### config.mk
export PLATFORM = sky130hd
export DESIGN_NAME = dimc_modulator
export DESIGN_NICKNAME = d
export VERILOG_FILES = /design/src/rtl/dimc_pkg.sv /design/src/rtl/dimc_cfg.sv /design/src/rtl/dimc_curve.sv /design/src/rtl/dimc_stby.sv /design/src/rtl/dimc_modulator.sv
export SDC_FILE = /design/constraint.sdc
export NUM_CORES = 2
export LEC_CHECK = 0
export BUFFER_PORTS_ARGS = -buffer_cell sky130_fd_sc_hd__clkbuf_2
export CAP_MARGIN = 20
export CORE_UTILIZATION = 60
export CTS_CLUSTER_SIZE = 25
export DETAILED_ROUTE_END_ITERATION = 16
export PLACE_DENSITY = 0.82
export SYNTH_ARGS = -nofsm -noshare
export SYNTH_HDL_FRONTEND = slang
export SYNTH_SLANG_ARGS = --single-unit
### constraint.sdc
create_clock -name clk -period 28.9 [get_ports clk]
set_clock_uncertainty 0.2 [all_clocks]
set_input_delay 1.445 -clock clk [delete_from_list [all_inputs] [get_ports clk]]
set_output_delay 1.445 -clock clk [all_outputs]
set_load 0.05 [all_outputs]
### src/rtl/dimc_pkg.sv
package dimc_pkg;

   localparam int unsigned PIPE_LAT = 3;

   typedef enum logic [1:0] {
      CRV_LIN = 2'd0,
      CRV_SQR = 2'd1,
      CRV_CUB = 2'd2,
      CRV_ALT = 2'd3
   } curve_e;

   function automatic int unsigned pm_to_code(int unsigned fs, int unsigned pm);
      return (fs * pm) / 1000;
   endfunction

   function automatic int unsigned win_lo_pm(logic sel);
      return sel ? 100 : 0;
   endfunction

   function automatic int unsigned win_hi_pm(logic [1:0] sel);
      case (sel)
         2'd0:    return 1000;
         2'd1:    return 900;
         2'd2:    return 850;
         default: return 800;
      endcase
   endfunction

   function automatic int unsigned floor_pm(logic [2:0] sel);
      case (sel)
         3'd0:    return 100;
         3'd1:    return 75;
         3'd2:    return 50;
         3'd3:    return 20;
         default: return 10;
      endcase
   endfunction

   function automatic int unsigned stby_in_pm(logic [1:0] sel);
      case (sel)
         2'd0:    return 20;
         2'd1:    return 30;
         2'd2:    return 60;
         default: return 0;
      endcase
   endfunction

   function automatic int unsigned stby_out_pm(logic [1:0] sel);
      case (sel)
         2'd0:    return 30;
         2'd1:    return 50;
         2'd2:    return 80;
         default: return 0;
      endcase
   endfunction

endpackage

### src/rtl/dimc_cfg.sv
module dimc_cfg
   import dimc_pkg::*;
#(
   parameter int unsigned FS   = 1000,
   parameter int unsigned FRAC = 16,
   parameter int unsigned W    = 10,
   parameter int unsigned UW   = 17
) (
   input  logic          clk,
   input  logic          rst_n,
   input  logic          load,
   input  logic          lo_sel,
   input  logic [1:0]    hi_sel,
   input  logic [2:0]    floor_sel,
   input  logic [1:0]    curve_sel,
   input  logic [1:0]    stby_sel,
   output logic [W-1:0]  lo_q,
   output logic [W-1:0]  hi_q,
   output logic [W-1:0]  floor_q,
   output logic [W-1:0]  rng_q,
   output logic [UW-1:0] recip_q,
   output curve_e        curve_q,
   output logic [W-1:0]  enter_q,
   output logic [W-1:0]  exit_q,
   output logic          off_q
);

   localparam logic [W-1:0]  DEF_LO    = W'(FS * 100 / 1000);
   localparam logic [W-1:0]  DEF_HI    = W'(FS * 900 / 1000);
   localparam logic [W-1:0]  DEF_FL    = W'(FS * 10 / 1000);
   localparam logic [W-1:0]  DEF_EN    = W'(FS * 30 / 1000);
   localparam logic [W-1:0]  DEF_EX    = W'(FS * 50 / 1000);
   localparam logic [UW-1:0] ONE       = UW'(1) << FRAC;
   localparam logic [UW-1:0] DEF_RECIP = ONE / UW'(DEF_HI - DEF_LO);

   logic [W-1:0]  lo_d, hi_d, fl_d, en_d, ex_d;
   logic [UW-1:0] recip_d;

   // The reciprocal of the window span is formed only when a load happens.
   always_comb begin
      lo_d    = W'(pm_to_code(FS, win_lo_pm(lo_sel)));
      hi_d    = W'(pm_to_code(FS, win_hi_pm(hi_sel)));
      fl_d    = W'(pm_to_code(FS, floor_pm(floor_sel)));
      en_d    = W'(pm_to_code(FS, stby_in_pm(stby_sel)));
      ex_d    = W'(pm_to_code(FS, stby_out_pm(stby_sel)));
      recip_d = ONE / UW'(hi_d - lo_d);
   end

   always_ff @(posedge clk or negedge rst_n) begin
      if (!rst_n) begin
         lo_q    <= DEF_LO;
         hi_q    <= DEF_HI;
         floor_q <= DEF_FL;
         rng_q   <= W'(FS) - DEF_FL;
         recip_q <= DEF_RECIP;
         curve_q <= CRV_LIN;
         enter_q <= DEF_EN;
         exit_q  <= DEF_EX;
         off_q   <= 1'b0;
      end else if (load) begin
         lo_q    <= lo_d;
         hi_q    <= hi_d;
         floor_q <= fl_d;
         rng_q   <= W'(FS) - fl_d;
         recip_q <= recip_d;
         curve_q <= curve_e'(curve_sel);
         enter_q <= en_d;
         exit_q  <= ex_d;
         off_q   <= (stby_sel == 2'd3);
      end
   end

endmodule

### src/rtl/dimc_curve.sv
module dimc_curve
   import dimc_pkg::*;
#(
   parameter int unsigned FRAC    = 16,
   parameter int unsigned W       = 10,
   parameter int unsigned UW      = 17,
   parameter int unsigned MAX_POW = 3
) (
   input  logic          clk,
   input  logic          rst_n,
   input  logic          in_valid,
   input  logic [W-1:0]  in_code,
   input  logic [W-1:0]  lo,
   input  logic [W-1:0]  hi,
   input  logic [W-1:0]  floor_lvl,
   input  logic [W-1:0]  rng,
   input  logic [UW-1:0] recip,
   input  curve_e        curve,
   output logic [2:0]    stage_v,
   output logic [W-1:0]  out_code
);

   localparam logic [UW-1:0] ONE = UW'(1) << FRAC;

   // Stage 1: clamp into the window, then take the distance from its lower edge.
   logic [W-1:0] xc, d1;
   logic         v1, full1;

   always_comb xc = (in_code < lo) ? lo : ((in_code > hi) ? hi : in_code);

   always_ff @(posedge clk or negedge rst_n) begin
      if (!rst_n) begin
         v1    <= 1'b0;
         d1    <= '0;
         full1 <= 1'b0;
      end else begin
         v1 <= in_valid;
         if (in_valid) begin
            d1    <= xc - lo;
            full1 <= (in_code >= hi);
         end
      end
   end

   // Stage 2: normalized position, exactly ONE at or above the upper edge.
   logic [W+UW-1:0] frac_w;
   logic [UW-1:0]   u2;
   logic            v2;

   assign frac_w = {{UW{1'b0}}, d1} * {{W{1'b0}}, recip};

   always_ff @(posedge clk or negedge rst_n) begin
      if (!rst_n) begin
         v2 <= 1'b0;
         u2 <= '0;
      end else begin
         v2 <= v1;
         if (v1) u2 <= full1 ? ONE : UW'(frac_w);
      end
   end

   // Stage 3: power law, then scale into [floor, FS].
   logic [UW-1:0] upow;

   generate
      if (MAX_POW >= 2) begin : g_pow
         logic [2*UW-1:0] sq_w;
         logic [UW-1:0]   sq_n;
         assign sq_w = {{UW{1'b0}}, u2} * {{UW{1'b0}}, u2};
         assign sq_n = UW'(sq_w >> FRAC);
         if (MAX_POW >= 3) begin : g_cube
            logic [2*UW-1:0] cb_w;
            assign cb_w = {{UW{1'b0}}, sq_n} * {{UW{1'b0}}, u2};
            always_comb begin
               case (curve)
                  CRV_SQR: upow = sq_n;
                  CRV_CUB: upow = UW'(cb_w >> FRAC);
                  default: upow = u2;
               endcase
            end
         end else begin : g_sq_only
            always_comb upow = (curve == CRV_SQR || curve == CRV_CUB) ? sq_n : u2;
         end
      end else begin : g_lin_only
         always_comb upow = u2;
      end
   endgenerate

   logic [UW+W-1:0] prod_w;
   logic            v3;

   assign prod_w = {{W{1'b0}}, upow} * {{UW{1'b0}}, rng};

   always_ff @(posedge clk or negedge rst_n) begin
      if (!rst_n) begin
         v3       <= 1'b0;
         out_code <= '0;
      end else begin
         v3 <= v2;
         if (v2) out_code <= floor_lvl + W'(prod_w >> FRAC);
      end
   end

   assign stage_v = {v3, v2, v1};

   // the normalized position never exceeds unity.
   a_r6_unit_bound: assert property (@(posedge clk) disable iff (!rst_n)
      v2 |-> u2 <= ONE);

endmodule

### src/rtl/dimc_stby.sv
module dimc_stby
   import dimc_pkg::*;
#(
   parameter int unsigned W = 10
) (
   input  logic         clk,
   input  logic         rst_n,
   input  logic         in_valid,
   input  logic [W-1:0] in_code,
   input  logic [W-1:0] enter_lvl,
   input  logic [W-1:0] exit_lvl,
   input  logic         off,
   input  logic [1:0]   stage_v,
   output logic         standby
);

   logic st, st_nx, d2, d3;

   always_comb begin
      st_nx = st;
      if (off)                          st_nx = 1'b0;
      else if (st && in_code > exit_lvl)  st_nx = 1'b0;
      else if (!st && in_code < enter_lvl) st_nx = 1'b1;
   end

   // The decision is made in stage 1 and then rides along with its sample.
   always_ff @(posedge clk or negedge rst_n) begin
      if (!rst_n) begin
         st <= 1'b1;
         d2 <= 1'b1;
         d3 <= 1'b1;
      end else begin
         if (in_valid)   st <= st_nx;
         if (stage_v[0]) d2 <= st;
         if (stage_v[1]) d3 <= d2;
      end
   end

   assign standby = d3;

   a_r7_band_holds: assert property (@(posedge clk) disable iff (!rst_n)
      (in_valid && !off && in_code >= enter_lvl && in_code <= exit_lvl) |=> st == $past(st));

   a_r8_off_clears: assert property (@(posedge clk) disable iff (!rst_n)
      (in_valid && off) |=> !st);

endmodule

### src/rtl/dimc_modulator.sv
module dimc_modulator
   import dimc_pkg::*;
#(
   parameter int unsigned FS      = 1000,
   parameter int unsigned FRAC    = 16,
   parameter int unsigned MAX_POW = 3,
   localparam int unsigned W      = $clog2(FS + 1),
   localparam int unsigned UW     = FRAC + 1
) (
   input  logic         clk,
   input  logic         rst_n,
   input  logic         cfg_load,
   input  logic         cfg_lo_sel,
   input  logic [1:0]   cfg_hi_sel,
   input  logic [2:0]   cfg_floor_sel,
   input  logic [1:0]   cfg_curve_sel,
   input  logic [1:0]   cfg_stby_sel,
   input  logic         in_valid,
   input  logic [W-1:0] in_code,
   output logic         out_valid,
   output logic [W-1:0] out_code,
   output logic         standby
);

   generate
      if (FS < 100)                    begin : g_bad_fs   $error("FS must be at least 100"); end
      if (FRAC < 8 || FRAC > 30)       begin : g_bad_frac $error("FRAC must be 8 to 30"); end
      if ((FS >> FRAC) != 0)           begin : g_bad_res  $error("FS must be below 2**FRAC"); end
      if (MAX_POW < 1 || MAX_POW > 3)  begin : g_bad_pow  $error("MAX_POW must be 1 to 3"); end
   endgenerate

   logic [W-1:0]  lo_q, hi_q, floor_q, rng_q, enter_q, exit_q;
   logic [UW-1:0] recip_q;
   curve_e        curve_q;
   logic          off_q;
   logic [2:0]    stage_v;

   dimc_cfg #(.FS(FS), .FRAC(FRAC), .W(W), .UW(UW)) i_cfg (
      .clk(clk), .rst_n(rst_n), .load(cfg_load),
      .lo_sel(cfg_lo_sel), .hi_sel(cfg_hi_sel), .floor_sel(cfg_floor_sel),
      .curve_sel(cfg_curve_sel), .stby_sel(cfg_stby_sel),
      .lo_q(lo_q), .hi_q(hi_q), .floor_q(floor_q), .rng_q(rng_q),
      .recip_q(recip_q), .curve_q(curve_q), .enter_q(enter_q),
      .exit_q(exit_q), .off_q(off_q)
   );

   dimc_curve #(.FRAC(FRAC), .W(W), .UW(UW), .MAX_POW(MAX_POW)) i_curve (
      .clk(clk), .rst_n(rst_n), .in_valid(in_valid), .in_code(in_code),
      .lo(lo_q), .hi(hi_q), .floor_lvl(floor_q), .rng(rng_q),
      .recip(recip_q), .curve(curve_q), .stage_v(stage_v), .out_code(out_code)
   );

   dimc_stby #(.W(W)) i_stby (
      .clk(clk), .rst_n(rst_n), .in_valid(in_valid), .in_code(in_code),
      .enter_lvl(enter_q), .exit_lvl(exit_q), .off(off_q),
      .stage_v(stage_v[1:0]), .standby(standby)
   );

   assign out_valid = stage_v[2];

   // Cycles since reset, saturating, so the latency check never looks before reset.
   logic [1:0] since_rst;
   always_ff @(posedge clk or negedge rst_n) begin
      if (!rst_n)                 since_rst <= '0;
      else if (since_rst != 2'd3) since_rst <= since_rst + 2'd1;
   end

   a_r2_latency: assert property (@(posedge clk) disable iff (!rst_n)
      (since_rst == 2'd3) |-> out_valid == $past(in_valid, 3));

   a_r9_hold: assert property (@(posedge clk) disable iff (!rst_n)
      !out_valid |-> ($stable(out_code) && $stable(standby)));

   a_r4_bounds: assert property (@(posedge clk) disable iff (!rst_n)
      out_valid |-> (out_code <= W'(FS) && out_code >= W'(FS * 10 / 1000)));

endmodule

* Yosys cells after proc, flatten, opt, wreduce, memory -nomap -nowiden
Cells that the tools add are included.
Operators by class: divide/modulo/power cells 6, muxes and demuxes 12, equality and inequality tests 10, reductions and logical operators 8, multiply operators 9, $lt $le $gt $ge 5, add/subtract/negate cells 4
Operators with widths (count):
- $div A32 B10 Y32 const B | 5
- $mul A17 B17 Y33 | 2
- $pmux W17 S2 | 1
- $mul A7 B32 Y29 const A | 1
- $mul A7 B7 Y14 const A | 2
- $pmux W7 S4 | 1
- $mul A17 B10 Y26 | 1
- $pmux W8 S3 | 1
- $pmux W7 S3 | 1
- $gt A10 B10 Y1 | 2
- $lt A10 B10 Y1 | 2
- $mux W10 | 2
- $pmux W6 S3 | 1
- $div A17 B17 Y17 const A | 1
- $mul A10 B17 Y17 | 1
- $mul A7 B10 Y17 const A | 1
- $mux W17 | 1
- $mul A7 B6 Y13 const A | 1
- $sub A10 B10 Y11 | 1
- $add A10 B10 Y10 | 1
- $ge A10 B10 Y1 | 1
- $sub A10 B10 Y10 | 1
- $sub A10 B10 Y10 const A | 1
- $eq A2 B2 Y1 const B | 4
- other kinds (11) | 18
Word-level totals: bits of input ports 24, bits in registers 124, word-level logic and storage cells 73, output and inout bits 12

* Longest topological paths before layout
depth after elaboration 6, gate-level depth with buffers 147, gate-level depth less buffers 134

* Modules after synthesis
From an unflattened synthesis, not the netlist that was laid out.
Second synthesis, totals: cells, all modules 5099, area total of the unflattened synthesis 42708.5 um^2
Modules (own cells, without submodules):
- dimc_curve | area each 28137.0 um^2, cells each 3194, instances 1, seq. area each 1026.0 um^2
- dimc_cfg | area each 13978.4 um^2, cells each 1830, instances 1, seq. area each 1579.0 um^2
- dimc_stby | area each 593.1 um^2, cells each 75, instances 1, seq. area each 78.8 um^2

* Worst setup path after synthesis
No wires, ideal clock.
kind input to register, start point input port cfg_hi_sel[0], end point register i_cfg.recip_q[0], setup slack 1.948 ns, setup time 0.076 ns, stages 133, arrival 26.676 ns, required time 28.624 ns, path buffers 14, cells stage by stage inv_1 > ha_1 > buf_6 > clkbuf_1 > clkbuf_1 > nor2_1 > o311ai_0 > ha_1 > nand3b_1 > o32ai_1 > xnor2_1 > nand4_1 > nor2_2 > ha_1 > o21a_1 > o21ai_0 > a21o_1 > nor2_1 > [... 97 more ...] > a21oi_1 > o21bai_1 > a21oi_1 > nor2b_1 > o21a_1 > o21ai_0 > nand2b_1 > a21oi_1 > xnor2_1 > mux2_4 > ha_1 > and3_1 > nand4b_1 > nor3_1 > nor4b_1 > a21oi_1 > a31oi_1 > mux2i_1
Between the ends: longest elaborated chain between the ends 6, elaborated cells between the ends (all ways) 8, those cells by class add/sub (1); mul (1); div (2); eq/ne (2); mux (1); reduce/logical (1)
RTL lines:
- start: declaration | RTL line dimc_modulator.sv:14 | input logic [1:0] cfg_hi_sel,
- $eq A2 B2 Y1 (tied with other cells) | RTL line dimc_pkg.sv:21 | case (sel)
- $pmux W8 S3 (*) | RTL line dimc_pkg.sv:21
- $mul A7 B10 Y17 (*) | RTL line dimc_pkg.sv:13 | return (fs * pm) / 1000;
- $div A32 B10 Y32 (*) | RTL line dimc_pkg.sv:13
- via i_cfg.hi_d[1] | RTL line dimc_cfg.sv:36 | logic [W-1:0] lo_d, hi_d, fl_d, en_d, ex_d;
- $sub A10 B10 Y11 (*) | RTL line dimc_cfg.sv:46 | recip_d = ONE / UW'(hi_d - lo_d);
- $div A17 B17 Y17 (*) | RTL line dimc_cfg.sv:46
- end signal: assignment | RTL line dimc_cfg.sv:65 | recip_q <= recip_d;
- end: declaration | RTL line dimc_cfg.sv:21 | output logic [UW-1:0] recip_q,
Mark *: on every way through the listed nets, which the timed path passes. The rest lies on a longest branch. A chain may end at the register's enable or synchronous reset.

* Final worst setup path
start point input port cfg_hi_sel[1], end point register i_cfg.recip_q[0]
The elaborated chain is that of the path after synthesis.

==> impl_metrics.py <==
metrics = {
    "die": {
        "die_area_sq_um": 63000,
        "core_sq_um": 60800,
        "die-width_microns": 251,
        "placementRows": 90,
        "boundaryPins": 36,
        "start_util": 0.612,
        "die_height_microns": 251,
    },
    "route": {
        "highest_layer": "met4",
        "drt_iter0_markers": 2146,
        "routed_wl_microns": 91900,
        "met2_length_microns": 44900,
        "ant_nets": 0,
        "wl_per_cell_microns": 18.0,
        "drtPass1Iterations": 6,
        "drt-met1-wl_microns": 36600,
        "via_count": 29800,
        "met3_length_microns": 6550,
        "drc": 0,
        "via_per_inst": 5.82,
    },
    "setup_path": {
        "crit_path_top_delay_cell": "or4_1",
        "cp_max_fo": 12,
        "reg2reg_from": "i_curve.u2[4]",
        "max_stage_delay_ps": 520,
        "critPathLaunchType": "input port",
        "r2r_slack_ps": 4570,
        "end_kind": "flip-flop",
        "critPathKind": "input port to flip-flop",
        "cp_common_cell": "ha_1",
        "crit_required_ps": 28990,
        "critical_path_arrival_ps": 27240,
        "rr_worst_depth": 100,
        "rr_endpoint": "i_curve.out_code[9]",
    },
    "synth": {
        "yosysTopAreaCell": "fa_1",
        "yosysMostFrequentCell": "inv_1",
        "synth_edf_count": 0,
        "ys_warn_count": 0,
        "synth_cell_types": 93,
        "synth.avg_cell_area_sq_um": 8.57,
        "syn_inst": 4341,
        "synth_ff_type": "dfrtp_1",
        "async_reset_ff_frac": 1.00,
        "syn-cell-area_sq_um": 37200,
        "synth-seq-cells": 100,
        "synthTopCellsByCount": "inv_1, fa_1, nand2_1",
        "ys_seq_area_frac": 0.0680,
        "synthTopCellsByArea": "fa_1, ha_1, inv_1",
        "synth.top_cell.area_share": 0.332,
    },
    "hold_path": {
        "whs_path_depth": 1,
        "min_path_type": "flip-flop to flip-flop",
        "hp-start": "i_curve.out_code[7]",
        "worst_hold_path.endpoint": "i_curve.out_code[7]",
    },
    "final_layout": {
        "area_growth_pct": 4.25,
        "fin_cells": 5112,
        "drive_gt1_frac": 0.0605,
        "post-route-util": 0.638,
        "layout.nets": 5460,
        "antenna_cells_inserted": 0,
    },
    "timing": {
        "drv_slew": 0,
        "final_hold_viol_count": 0,
        "setup_slack_ps": 1750,
        "fin_tns_setup_ps": 0,
        "relSlewSlack": 0.280,
        "fin_crit_sh": 0.940,
        "tightest_slew_ps": 1080,
        "fin_crit_ps": 27150,
        "fmax_mhz": 36.8,
        "setup_viol": 0,
    },
    "global_routing": {
        "grt-ovfl-total": 0,
        "grt_pass1_wl_microns": 154000,
        "grt_start_max_net_pins": 90,
        "antenna_found_initial": 0,
        "track_usage": 0.301,
        "grt_pass1_vias": 31400,
    },
    "job": {
        "cap_violations": 0,
    },
    "clock_network": {
        "ctsHoldBuffers": 0,
        "cts-root-buf": "clkbuf_16",
        "insertion_delay_ps": 360,
        "clkSlewWorstSetupHoldPaths_ps": 70,
        "htreeDepth": 3,
        "numCtsBuffers": 9,
        "cts_tree": "done",
        "cts_sinks": 100,
        "clockBufferDepth": 2,
    },
    "outcome": {
        "outcome": "completed",
    },
    "place": {
        "gp_congestion": 0.924,
        "place_hpwl_microns": 69500,
        "place.port_buffers": 35,
        "pre_cts_ws_ps": 194,
        "post-place-cells": 5083,
    },
}
## sequential cells by signal, summed over array words and instances, names as in the netlist, 2 cells and up
register,cells
i_curve.u2,17
i_cfg.floor_q,7
i_curve.out_code,10
i_cfg.hi_q,9
i_cfg.exit_q,5
i_cfg.curve_q,2
i_cfg.rng_q,9
i_cfg.recip_q,17
i_curve.d1,10
i_cfg.enter_q,5
## how the worst max path moves through the flow
| stage | from | end | slack [ps] | cells past startpoint |
|---|---|---|---|---|
| after CTS | cfg_hi_sel[1] | i_cfg.recip_q[0] | 530 | 118 |
| after floorplan | cfg_hi_sel[0] | i_cfg.recip_q[0] | 1950 | 133 |
| after global placement | cfg_hi_sel[1] | i_cfg.recip_q[0] | 930 | 123 |
| final | cfg_hi_sel[1] | i_cfg.recip_q[0] | 1750 | 118 |
| after global routing | cfg_hi_sel[0] | i_cfg.recip_q[0] | -40 | 129 |
| after detailed placement | cfg_hi_sel[1] | i_cfg.recip_q[0] | 190 | 120 |
## kinds of logic after synthesis
group	synth area share
xor+xnor	0.0452
mux	0.0228
fa+ha+maj	0.498
compound gates	0.110
buf+inv	0.101
simple gates	0.154
other cells	0.000202
flops	0.0680
## stage by stage
stage,instance area [sq um],hold slack [ps]
floorplan,37300,200
global placement,38300,257
detailed placement,38300,276
CTS,38600,290
global route,38800,312
finish,38800,292
## cell type report
type,count,area [sq um]
Tap cell,782,978
Clock buffer,10,239
Inverter,814,3060
Fill cell,4970,22000
Timing Repair Buffer,115,793
Multi-Input combinational cell,3285,31200
Sequential cell,100,2530
Clock inverter,6,47.5
## worst max-delay path: cells and delay by family
kind                     cells  cell delay, ps
buffers and inverters        9            1370
AND/OR/NAND/NOR             29            5540
multiplexers                 9            3030
adder cells (fa/ha/maj)     15            4890
AO/OA/AOI/OAI               56           10930
## repair_timing
item,CTS,global route
gates resized for setup,0,14
buffers inserted,0,11
setup endpoints to repair,0,2
## layer usage
| layer | up-vias | track usage |
|---|---|---|
| met5 | - | 0 |
| met3 | 276 | 0.0298 |
| met1 | 14600 | 0.382 |
| met4 | 0 | 0.114 |
| li1 | 13700 | - |
| met2 | 1171 | 0.530 |
## cells in the final DEF, fill, tap and decap left out, types with 81 or more instances in the layout
master,netlist,routed
a21oi_1,205,204
and2_1,214,214
buf_4,0,81
fa_1,618,618
ha_1,493,491
inv_1,804,804
nand2_1,551,551
nor2_1,229,226
o21ai_0,118,118
xnor2_1,134,134
Power is not shown: default switching activity piles up to over one toggle a cycle in this logic, so the estimate is an artifact.
